**config.mk**
```make
export PLATFORM = sky130hd
export DESIGN_NAME = ptb_timebase
export DESIGN_NICKNAME = d
export VERILOG_FILES = /design/src/rtl/ptb_pkg.sv /design/src/rtl/ptb_regs.sv /design/src/rtl/ptb_prescaler.sv /design/src/rtl/ptb_counter.sv /design/src/rtl/ptb_timebase.sv
export SDC_FILE = /design/constraint.sdc
export NUM_CORES = 1
export LEC_CHECK = 0
export CORE_ASPECT_RATIO = 1.2
export CORE_MARGIN = 2
export CORE_UTILIZATION = 61
export DETAILED_ROUTE_END_ITERATION = 7
export PLACE_DENSITY_LB_ADDON = 0.05
export SKIP_LAST_GASP = 1
export SLEW_MARGIN = 20
export SYNTH_ARGS = -nofsm -noshare
export SYNTH_HDL_FRONTEND = slang
export SYNTH_SLANG_ARGS = --single-unit
```
**constraint.sdc**
```tcl
create_clock -name clk -period 5.5 [get_ports clk]
set_input_delay 1.1 -clock clk [delete_from_list [all_inputs] [get_ports clk]]
set_output_delay 1.1 -clock clk [all_outputs]
set_load 0.005 [all_outputs]
```
**src/rtl/ptb_pkg.sv**
```systemverilog
package ptb_pkg;
  localparam int PTB_AW = 8;

  localparam logic [PTB_AW-1:0] OFS_CNT = 8'h24;
  localparam logic [PTB_AW-1:0] OFS_DIV = 8'h28;
  localparam logic [PTB_AW-1:0] OFS_LIM = 8'h2C;

  typedef enum logic [1:0] {
    SEL_NONE,
    SEL_CNT,
    SEL_DIV,
    SEL_LIM
  } ptb_sel_e;

  function automatic ptb_sel_e ptb_decode(input logic [PTB_AW-1:0] a);
    case (a)
      OFS_CNT: return SEL_CNT;
      OFS_DIV: return SEL_DIV;
      OFS_LIM: return SEL_LIM;
      default: return SEL_NONE;
    endcase
  endfunction
endpackage

```
**src/rtl/ptb_regs.sv**
```systemverilog
module ptb_regs
  import ptb_pkg::*;
#(
  parameter int W = 16
) (
  input  logic              clk,
  input  logic              rst_n,
  input  logic [PTB_AW-1:0] addr,
  input  logic              we,
  input  logic [W-1:0]      wdata,
  input  logic              upd_evt,
  input  logic [W-1:0]      cnt_q,
  output logic [W-1:0]      div_act,
  output logic [W-1:0]      lim_act,
  output logic              cnt_we,
  output logic [W-1:0]      rdata
);
  ptb_sel_e       sel;
  logic [W-1:0]   div_stage;
  logic [W-1:0]   lim_stage;

  assign sel    = ptb_decode(addr);
  assign cnt_we = we && (sel == SEL_CNT);

  // staging registers written by the bus
  always_ff @(posedge clk or negedge rst_n) begin
    if (!rst_n) begin
      div_stage <= '0;
      lim_stage <= '0;
    end else if (we) begin
      if (sel == SEL_DIV) div_stage <= wdata;
      if (sel == SEL_LIM) lim_stage <= wdata;
    end
  end

  // active copies: loaded only on an update event
  always_ff @(posedge clk or negedge rst_n) begin
    if (!rst_n) begin
      div_act <= '0;
      lim_act <= '0;
    end else if (upd_evt) begin
      div_act <= div_stage;
      lim_act <= lim_stage;
    end
  end

  always_comb begin
    case (sel)
      SEL_CNT: rdata = cnt_q;
      SEL_DIV: rdata = div_stage;
      SEL_LIM: rdata = lim_stage;
      default: rdata = '0;
    endcase
  end
endmodule

```
**src/rtl/ptb_prescaler.sv**
```systemverilog
module ptb_prescaler #(
  parameter int W = 16
) (
  input  logic         clk,
  input  logic         rst_n,
  input  logic         en,
  input  logic         restart,
  input  logic [W-1:0] div_act,
  output logic         tick,
  output logic [W-1:0] pcnt
);
  logic at_end;

  assign at_end = (pcnt >= div_act);
  assign tick   = en && at_end;

  always_ff @(posedge clk or negedge rst_n) begin
    if (!rst_n)       pcnt <= '0;
    else if (restart) pcnt <= '0;
    else if (en)      pcnt <= at_end ? '0 : pcnt + 1'b1;
  end
endmodule

```
**src/rtl/ptb_counter.sv**
```systemverilog
module ptb_counter #(
  parameter int W = 16
) (
  input  logic         clk,
  input  logic         rst_n,
  input  logic         tick,
  input  logic [W-1:0] lim_act,
  input  logic         sw_upd,
  input  logic         cnt_we,
  input  logic [W-1:0] cnt_wdata,
  output logic [W-1:0] cnt_q,
  output logic         upd_evt,
  output logic         upd_pulse
);
  logic live;
  logic wrap;

  assign live    = tick && (lim_act != '0);
  assign wrap    = live && (cnt_q >= lim_act) && !cnt_we;
  assign upd_evt = sw_upd || wrap;

  always_ff @(posedge clk or negedge rst_n) begin
    if (!rst_n)      cnt_q <= '0;
    else if (sw_upd) cnt_q <= '0;
    else if (cnt_we) cnt_q <= cnt_wdata;
    else if (live)   cnt_q <= wrap ? '0 : cnt_q + 1'b1;
  end

  always_ff @(posedge clk or negedge rst_n) begin
    if (!rst_n) upd_pulse <= 1'b0;
    else        upd_pulse <= upd_evt;
  end
endmodule

```
**src/rtl/ptb_timebase.sv**
```systemverilog
module ptb_timebase
  import ptb_pkg::*;
#(
  parameter int W = 16
) (
  input  logic              clk,
  input  logic              rst_n,
  input  logic              en,
  input  logic              sw_upd,
  input  logic [PTB_AW-1:0] bus_addr,
  input  logic              bus_we,
  input  logic [W-1:0]      bus_wdata,
  output logic [W-1:0]      bus_rdata,
  output logic              upd_pulse
);
  logic [W-1:0] div_act;
  logic [W-1:0] lim_act;
  logic [W-1:0] pcnt;
  logic [W-1:0] cnt_q;
  logic         cnt_we;
  logic         tick;
  logic         upd_evt;

  ptb_regs #(.W(W)) u_regs (
    .clk     (clk),
    .rst_n   (rst_n),
    .addr    (bus_addr),
    .we      (bus_we),
    .wdata   (bus_wdata),
    .upd_evt (upd_evt),
    .cnt_q   (cnt_q),
    .div_act (div_act),
    .lim_act (lim_act),
    .cnt_we  (cnt_we),
    .rdata   (bus_rdata)
  );

  ptb_prescaler #(.W(W)) u_psc (
    .clk     (clk),
    .rst_n   (rst_n),
    .en      (en),
    .restart (upd_evt),
    .div_act (div_act),
    .tick    (tick),
    .pcnt    (pcnt)
  );

  ptb_counter #(.W(W)) u_cnt (
    .clk       (clk),
    .rst_n     (rst_n),
    .tick      (tick),
    .lim_act   (lim_act),
    .sw_upd    (sw_upd),
    .cnt_we    (cnt_we),
    .cnt_wdata (bus_wdata),
    .cnt_q     (cnt_q),
    .upd_evt   (upd_evt),
    .upd_pulse (upd_pulse)
  );
endmodule

```
==> summary.md, run 1 <==
| Metric | Value |
|---|---|
| Run status | `completed` |
| Most common cell after layout, fill and taps aside | `dfrtp_1` |
| DIE WIDTH | `91.6 um` |
| CP cell instances | `clkdlybuf4s50_1, inv_1, nor2_1, buf_4, a22oi_1, nor2_1, clkdlybuf4s50_1` |
| DRC Markers | `0` |
| Post-synth top area cell | `dfrtp_1` |
| Critical path launch point type | `input pin` |
| Vias per inst | `around 6.4` |
| Synth warn | `0` |
| Sink Count | `97` |
| Power Dens Cells | `251 nW/um^2` |
| Initial core utilization | `0.625` |
| Clk Latency, worst-skew pair | `around 0.38 ns` |
| Max Root-Sink Buffers | `2` |
| Fin Hold WS | `approximately 0.5 ns` |
| Post-CTS Setup Bufs | `0` |
| Largest net degree at the start of global routing | `51` |
| Crit-path leading delay family | `buffers and inverters` |
| Syn_nets | `between 600 and 700` |
| Synthesized cell area | `5620 sq um` |
| CTS tree | `yes` |
| Main synth FF type | `dfrtp_1` |
| RSZ-0062 raised after global routing | `false` |
| # rows | `38` |
| CP Class | `input pin to primary output` |
| Root Driver | `clkbuf_8` |
| First-pass GRT wire length | `22,600 um` |
| Grt ovf | `0` |
| Max_cap viols | `0` |
| Yosys cell types | `56` |
| Critical Path AT | `approximately 3.2 ns` |
| Pwr Total | `~1.6 mW` |
| Antenna cells | `0` |
| Seq/Total Area, Yosys | `0.432` |
| CP bufs+invs | `4` |
| Via count | `between 4,000 and 5,000` |
| Max incr delay on CP | `roughly 0.67 ns` |
| CP Max Fanout | `14` |
| CP max-delay cell | `clkdlybuf4s50_1` |
| Tcrit/Tclk final | `0.776` |
| I/O pins | `46` |
| Leakage Power | `around 2.9 nW` |
| CTS buffer count | `9` |
| Core area | `8990 sq um` |
| Yosys top cell area share | `0.432` |
| CP required | `4.40 ns` |
| DIE AREA | `~10,000 sq um` |
| Drt total wl | `13,800 um` |
| Minimum clock period | `4.27 ns` |
| Syn_area_per_cell | `10.2 sq um` |
| Final Hold Fails | `0` |
| Gr usage total | `0.292` |
| Crit end category | `primary output` |
| Clock slew at the register clock pins of the worst setup and hold paths | `0.09 ns` |
| Slew margin rel. | `0.455` |
| Post_cts resized | `0` |
| Yosys reg bits | `just under 100` |
| Hold_buf cts | `0` |
| Synth Instances | `about 550` |
| Initial antenna violation count | `0` |
| # nets final | `around 650` |
| Class of the worst hold path | `register to register` |
| Reg-to-reg critical path startpoint | `u_psc.pcnt[13]$_DFFE_PN0P_` |
| Async SR Flop Fraction | `1.00` |
| VDD IR max | `around 0.00017 V` |
| Remaining antenna violation count | `0` |
| P&R area growth vs syn | `13.5%` |
| PortBufs | `between 40 and 50` |
| Max-slew violations | `0` |
| Drt pass-1 iters | `5` |
| Slew @ Worst Pin | `between 0.8 and 0.9 ns` |
| Fraction of layout cells with a size suffix above 1 | `0.189` |
| CP Launch Point | `bus_addr[2]` |
| Detail Placement HPWL | `around 9900 um` |
| Hold_sp | `u_regs.lim_stage[6]$_DFFE_PN0P_` |
| Vias in the first global route | `4,617` |
| Fin Setup TNS | `0 ns` |
| Final clock skew | `approximately 0.012 ns` |
| Commonest cells after routing, fill and taps aside | `97 x dfrtp_1, 75 x mux2_2, 53 x nor2_1` |
| Final setup viols | `0` |
| Number of H-tree levels | `3` |
| Post-synth EDFFs | `0` |
| GPL Wtd Cong | `0.882` |
| Die Y | `109 um` |
| DRT iter0 DRCs | `between 300 and 400` |
| Routed wire per std cell | `about 19 um` |
| Max Freq | `234 MHz` |
| Top post-synthesis cells by area | `dfrtp_1 43%, mux2_2 15%, ha_1 7.6%` |
## flip-flops by register name, summed over array words and instances, names as in the netlist
name,count
u_regs.div_stage,16
u_cnt.cnt_q,16
u_regs.div_act,16
u_cnt.upd_pulse,1
u_psc.pcnt,16
u_regs.lim_stage,16
u_regs.lim_act,16
## metal layers
| metal | part of all wire | vias up | routed length, um | GRT usage |
|---|---|---|---|---|
| li1 | - | 2090 | - | - |
| met3 | 0.054 | 35 | 745 | 0.0504 |
| met1 | 0.41 | 2280 | 5740 | 0.361 |
| met5 | 0 | - | 0 | 0 |
| met2 | 0.50 | 177 | 6980 | 0.507 |
| met4 | 0.028 | 0 | 383 | 0.122 |
## kinds of logic (layout without fill, tap and decap cells)
kind of cell    count (synthesis)  count (layout)  share of synthesized area
simple gates                  156             156                      0.138
compound gates                117             117                      0.145
flops                          97              97                      0.432
mux                            80              80                      0.160
buf+inv                        63             108                     0.0461
fa+ha+maj                      34              34                     0.0757
xor+xnor                        2               2                    0.00312
## cells in the mapped netlist (all sizes together) (7+ instances only)
cell type,instances
o21ai,33
buf,8
nand2,30
dfrtp,97
mux2,80
nor3,11
nor4,7
ha,34
a22oi,17
nor2,54
clkbuf,17
a211oi,7
inv,38
nand3,16
and3,10
a21oi,25
nand4b,8
## final timing paths
check / depth (start not counted) / to / slack, ns
worst max-delay path: 7 / bus_rdata[1] / 1.23
worst max register to register: 9 / u_regs.div_act[2]$_DFFE_PN0N_ / 2.19
worst min-delay path: 1 / u_regs.lim_act[6]$_DFFE_PN0N_ / 0.51
max in group asynchronous: 2 / u_cnt.cnt_q[11]$_DFFE_PN0P_ / 3.70
min in group asynchronous: 1 / u_regs.div_act[2]$_DFFE_PN0N_ / 0.75
worst min register to register: 1 / u_regs.lim_act[6]$_DFFE_PN0N_ / 0.51
## per-stage QoR
step	worst slack (ns)	utilization	instance area, sq um	cells
global placement	1.25	0.687	6180	699
CTS	1.24	0.709	6370	714
detailed placement	1.26	0.687	6180	699
global route	1.13	0.710	6380	714
floorplan	2.21	-	5620	549
finish	1.23	0.710	6380	714
## where the power goes
| part | internal, mW | switching [mW] | total [mW] |
|---|---|---|---|
| combinational | 0.136 | 0.217 | 0.353 |
| sequential | 0.745 | 0.0299 | 0.775 |
| clock | 0.232 | 0.243 | 0.475 |
## layout make-up
type	count	area (sq um)
tap	120	150
timing repair buffer	55	523
fill	662	2610
sequential	97	2430
clock buffer	12	155
clock inverter	3	40.0
multi-input combinational	389	2940
inverter	38	143
(Power assumes the default switching activity.)
==> run 2: changes to the inputs <==
--- a/config.mk
+++ b/config.mk
@@ -7,7 +7,7 @@
 export LEC_CHECK = 0
 export CORE_ASPECT_RATIO = 1.2
 export CORE_MARGIN = 2
-export CORE_UTILIZATION = 61
+export CORE_UTILIZATION = 59
 export DETAILED_ROUTE_END_ITERATION = 7
 export PLACE_DENSITY_LB_ADDON = 0.05
 export SKIP_LAST_GASP = 1
==> constraint.sdc (replaced) <==
create_clock -name clk -period 4.4 [get_ports clk]
set_input_delay 0.88 -clock clk [delete_from_list [all_inputs] [get_ports clk]]
set_output_delay 0.88 -clock clk [all_outputs]
set_load 0.005 [all_outputs]
==> summary.md, run 2 (synthesis gave the netlist of run 1 again) <==
| Metric | Value |
|---|---|
| FF-to-FF setup slack | `1.08 ns (-1.11 ns)` |
| Met3 GRT Util | `0.0320 (-0.0185)` |
| Run status | `completed` |
| Max Freq | `about 280 MHz` |
| Max_cap viols | `0 (unchanged)` |
| DIE AREA | `10,300 sq um (+3.2%)` |
| Sequential power share | `0.434 (-0.050)` |
| Fraction of layout cells with a size suffix above 1 | `0.191 (+0.00240)` |
| Class of the worst hold path | `register to register` |
| RSZ-0062 raised after global routing | `false` |
| Tcrit/Tclk final | `0.823` |
| # rows | `39 (+2.6%)` |
| DRC Markers | `0 (unchanged)` |
| Setup Slack @ Placement | `0.773 ns (-0.483 ns)` |
| Final core occ | `0.692 (-0.0179)` |
| DRT iter0 DRCs | `313 (+0.97%)` |
| First-pass GRT wire length | `23,600 um (+4.5%)` |
| Sw Pwr | `653 uW (+33%)` |
| CTS buffer count | `9 (unchanged)` |
| Drt total wl | `14,300 um (+3.5%)` |
| WHS Path Cells | `1 (unchanged)` |
| Clk Latency, worst-skew pair | `0.34 ns (-0.04 ns)` |
| P&R area growth vs syn | `15.9%` |
| Core area | `9420 sq um (+4.8%)` |
| Sink Count | `97 (unchanged)` |
| Initial core utilization | `0.597 (-0.0287)` |
| Grt ovf | `0 (unchanged)` |
| Leakage Power | `2.93 nW (+2.1%)` |
| Gr usage total | `0.292 (about the same)` |
| GPL Wtd Cong | `0.869 (-1.5%)` |
| Clock network fraction of total power | `0.363 (+0.067)` |
| Fin Setup TNS | `0 ns (unchanged)` |
| Vias per inst | `6.27 (-2.3%)` |
| Placed cell count | `704 (+0.72%)` |
| Post_cts resized | `0 (unchanged)` |
| Most common cell after layout, fill and taps aside | `dfrtp_1` |
| Reg-to-reg critical path startpoint | `u_psc.pcnt[13]$_DFFE_PN0P_` |
| Final WS setup | `0.778 ns (-0.453 ns)` |
| Hold_sp | `u_regs.div_act[9]$_DFFE_PN0N_` |
| CP Max Fanout | `17 (+3)` |
| Critical Path AT | `2.74 ns (-0.43 ns)` |
| Worst hold endpoint | `u_regs.div_act[9]$_DFFE_PN0N_` |
| Final setup viols | `0 (unchanged)` |
| Post-CTS Setup Bufs | `0 (unchanged)` |
| Slew margin rel. | `0.261 (-0.193)` |
| Commonest cells after routing, fill and taps aside | `97 x dfrtp_1, 75 x mux2_2, 53 x nor2_1` |
| Final clock skew | `0.00577 ns (-0.00654 ns)` |
| Remaining antenna violation count | `0 (unchanged)` |
| # nets final | `655 (+0.31%)` |
| Pint | `1.58 mW (+42%)` |
| Met1 usage | `0.392 (+0.0314)` |
| Clock slew at the register clock pins of the worst setup and hold paths | `0.07 ns (-0.02 ns)` |
| # fillers | `739 (+12%)` |
| Critical path launch point type | `input pin` |
| FF-to-FF End | `u_regs.div_act[1]$_DFFE_PN0N_` |
| Max-slew violations | `0 (unchanged)` |
| Largest net degree at the start of global routing | `74 (+45%)` |
| Gate power share | `0.204 (-0.016)` |
| Root Driver | `clkbuf_16` |
| Via count | `4,515 (-1.5%)` |
| Drt pass-1 iters | `5 (unchanged)` |
| Final Hold Fails | `0 (unchanged)` |
| Vias in the first global route | `4,606 (-0.24%)` |
| I/O pins | `46 (unchanged)` |
| Detail Placement HPWL | `9970 um (+0.51%)` |
| PortBufs | `45 (unchanged)` |
| GR peak layer | `met2` |
| Antenna cells | `0 (unchanged)` |
| Worst R2R Path Depth | `9 (unchanged)` |
| Routed wire per std cell | `19.9 um (+2.6%)` |
| Layout Cells excl Fill | `720 (+0.84%)` |
| Net Sw Frac | `0.292 (-0.0140)` |
| Die Y | `111 um (+1.6%)` |
| Slew @ Worst Pin | `1.11 ns (+0.292 ns)` |
| VDD IR max | `0.000200 V (+16%)` |
| DIE WIDTH | `93.1 um (+1.6%)` |
| CP Class | `input pin to primary output` |
| Met2 usage | `0.486 (-0.0214)` |
| Power Dens Cells | `343 nW/um^2 (+36%)` |
| Initial antenna violation count | `0 (unchanged)` |
| Max Root-Sink Buffers | `2 (unchanged)` |
| Crit end category | `primary output` |
| Hold_buf cts | `0 (unchanged)` |
| Minimum clock period | `between 3 and 4 ns` |
| Number of H-tree levels | `3 (unchanged)` |
| CTS tree | `yes` |
| CP required | `3.52 ns (-0.88 ns)` |
-- run 2: cell count changes in the layout (fill, tap and decap cells not counted) --
| cell | change |
|---|---|
| buf_12 | +1 |
| clkinvlp_4 | +1 |
| o2111ai_2 | -1 |
| clkbuf_16 | +9 |
| buf_4 | +1 |
| clkbuf_8 | -9 |
| o2111ai_1 | +1 |
| clkinv_4 | +1 |
| clkinv_2 | -1 |
-- run 2: stage by stage --
step	total power, mW	hold slack (ns)	instance area, sq um
3_5_place_dp	1.43	0.496	6210
5_1_grt	2.32	0.518	6520
3_3_place_gp	1.42	0.490	6210
4_1_cts	2.24	0.511	6520
6_report	2.23	0.507	6520
2_1_floorplan	1.29	0.471	5620
-- run 2: cell type report --
cell class | count | area, sq um | share of cell area
Multi-Input combinational cell | 389 | 2930 | 0.450
Sequential cell | 97 | 2430 | 0.373
Timing Repair Buffer | 57 | 551 | 0.0845
Clock buffer | 12 | 256 | 0.0394
Tap cell | 123 | 154 | 0.0236
Inverter | 38 | 143 | 0.0219
Clock inverter | 4 | 51.3 | 0.00787
-- run 2: worst max-delay path, stage by stage --
cell and delay (ns):
clkdlybuf4s50_1 0.48, buf_4 0.29, mux2_2 0.37, a22oi_1 0.20
nor2_1 0.07, clkdlybuf4s50_1 0.45
-- run 2: worst max path at each step --
stage                     start       endpoint  slack, ns  depth (start not counted)
floorplan           bus_addr[2]  bus_rdata[11]       1.55                          6
global placement    bus_addr[2]   bus_rdata[1]       0.80                          6
detailed placement  bus_addr[2]   bus_rdata[8]       0.77                          6
CTS                 bus_addr[2]   bus_rdata[8]       0.77                          6
global route        bus_addr[2]   bus_rdata[8]       0.68                          6
finish              bus_addr[2]   bus_rdata[8]       0.78                          6
-- run 2: per-layer routing --
metal	share of wire	routed length, um
met2	0.50	7170
met4	0.023	329
met1	0.42	6090
met5	0	0
met3	0.052	744
-- run 2: power groups by stage --
| stage | Clock [mW] | Sequential, mW | Combinational, mW |
|---|---|---|---|
| floorplan | 0 | 0.971 | 0.315 |
| global placement | 0 | 0.983 | 0.437 |
| detailed placement | 0 | 0.985 | 0.448 |
| CTS | 0.822 | 0.969 | 0.451 |
| global route | 0.853 | 0.975 | 0.495 |
| finish | 0.810 | 0.970 | 0.455 |
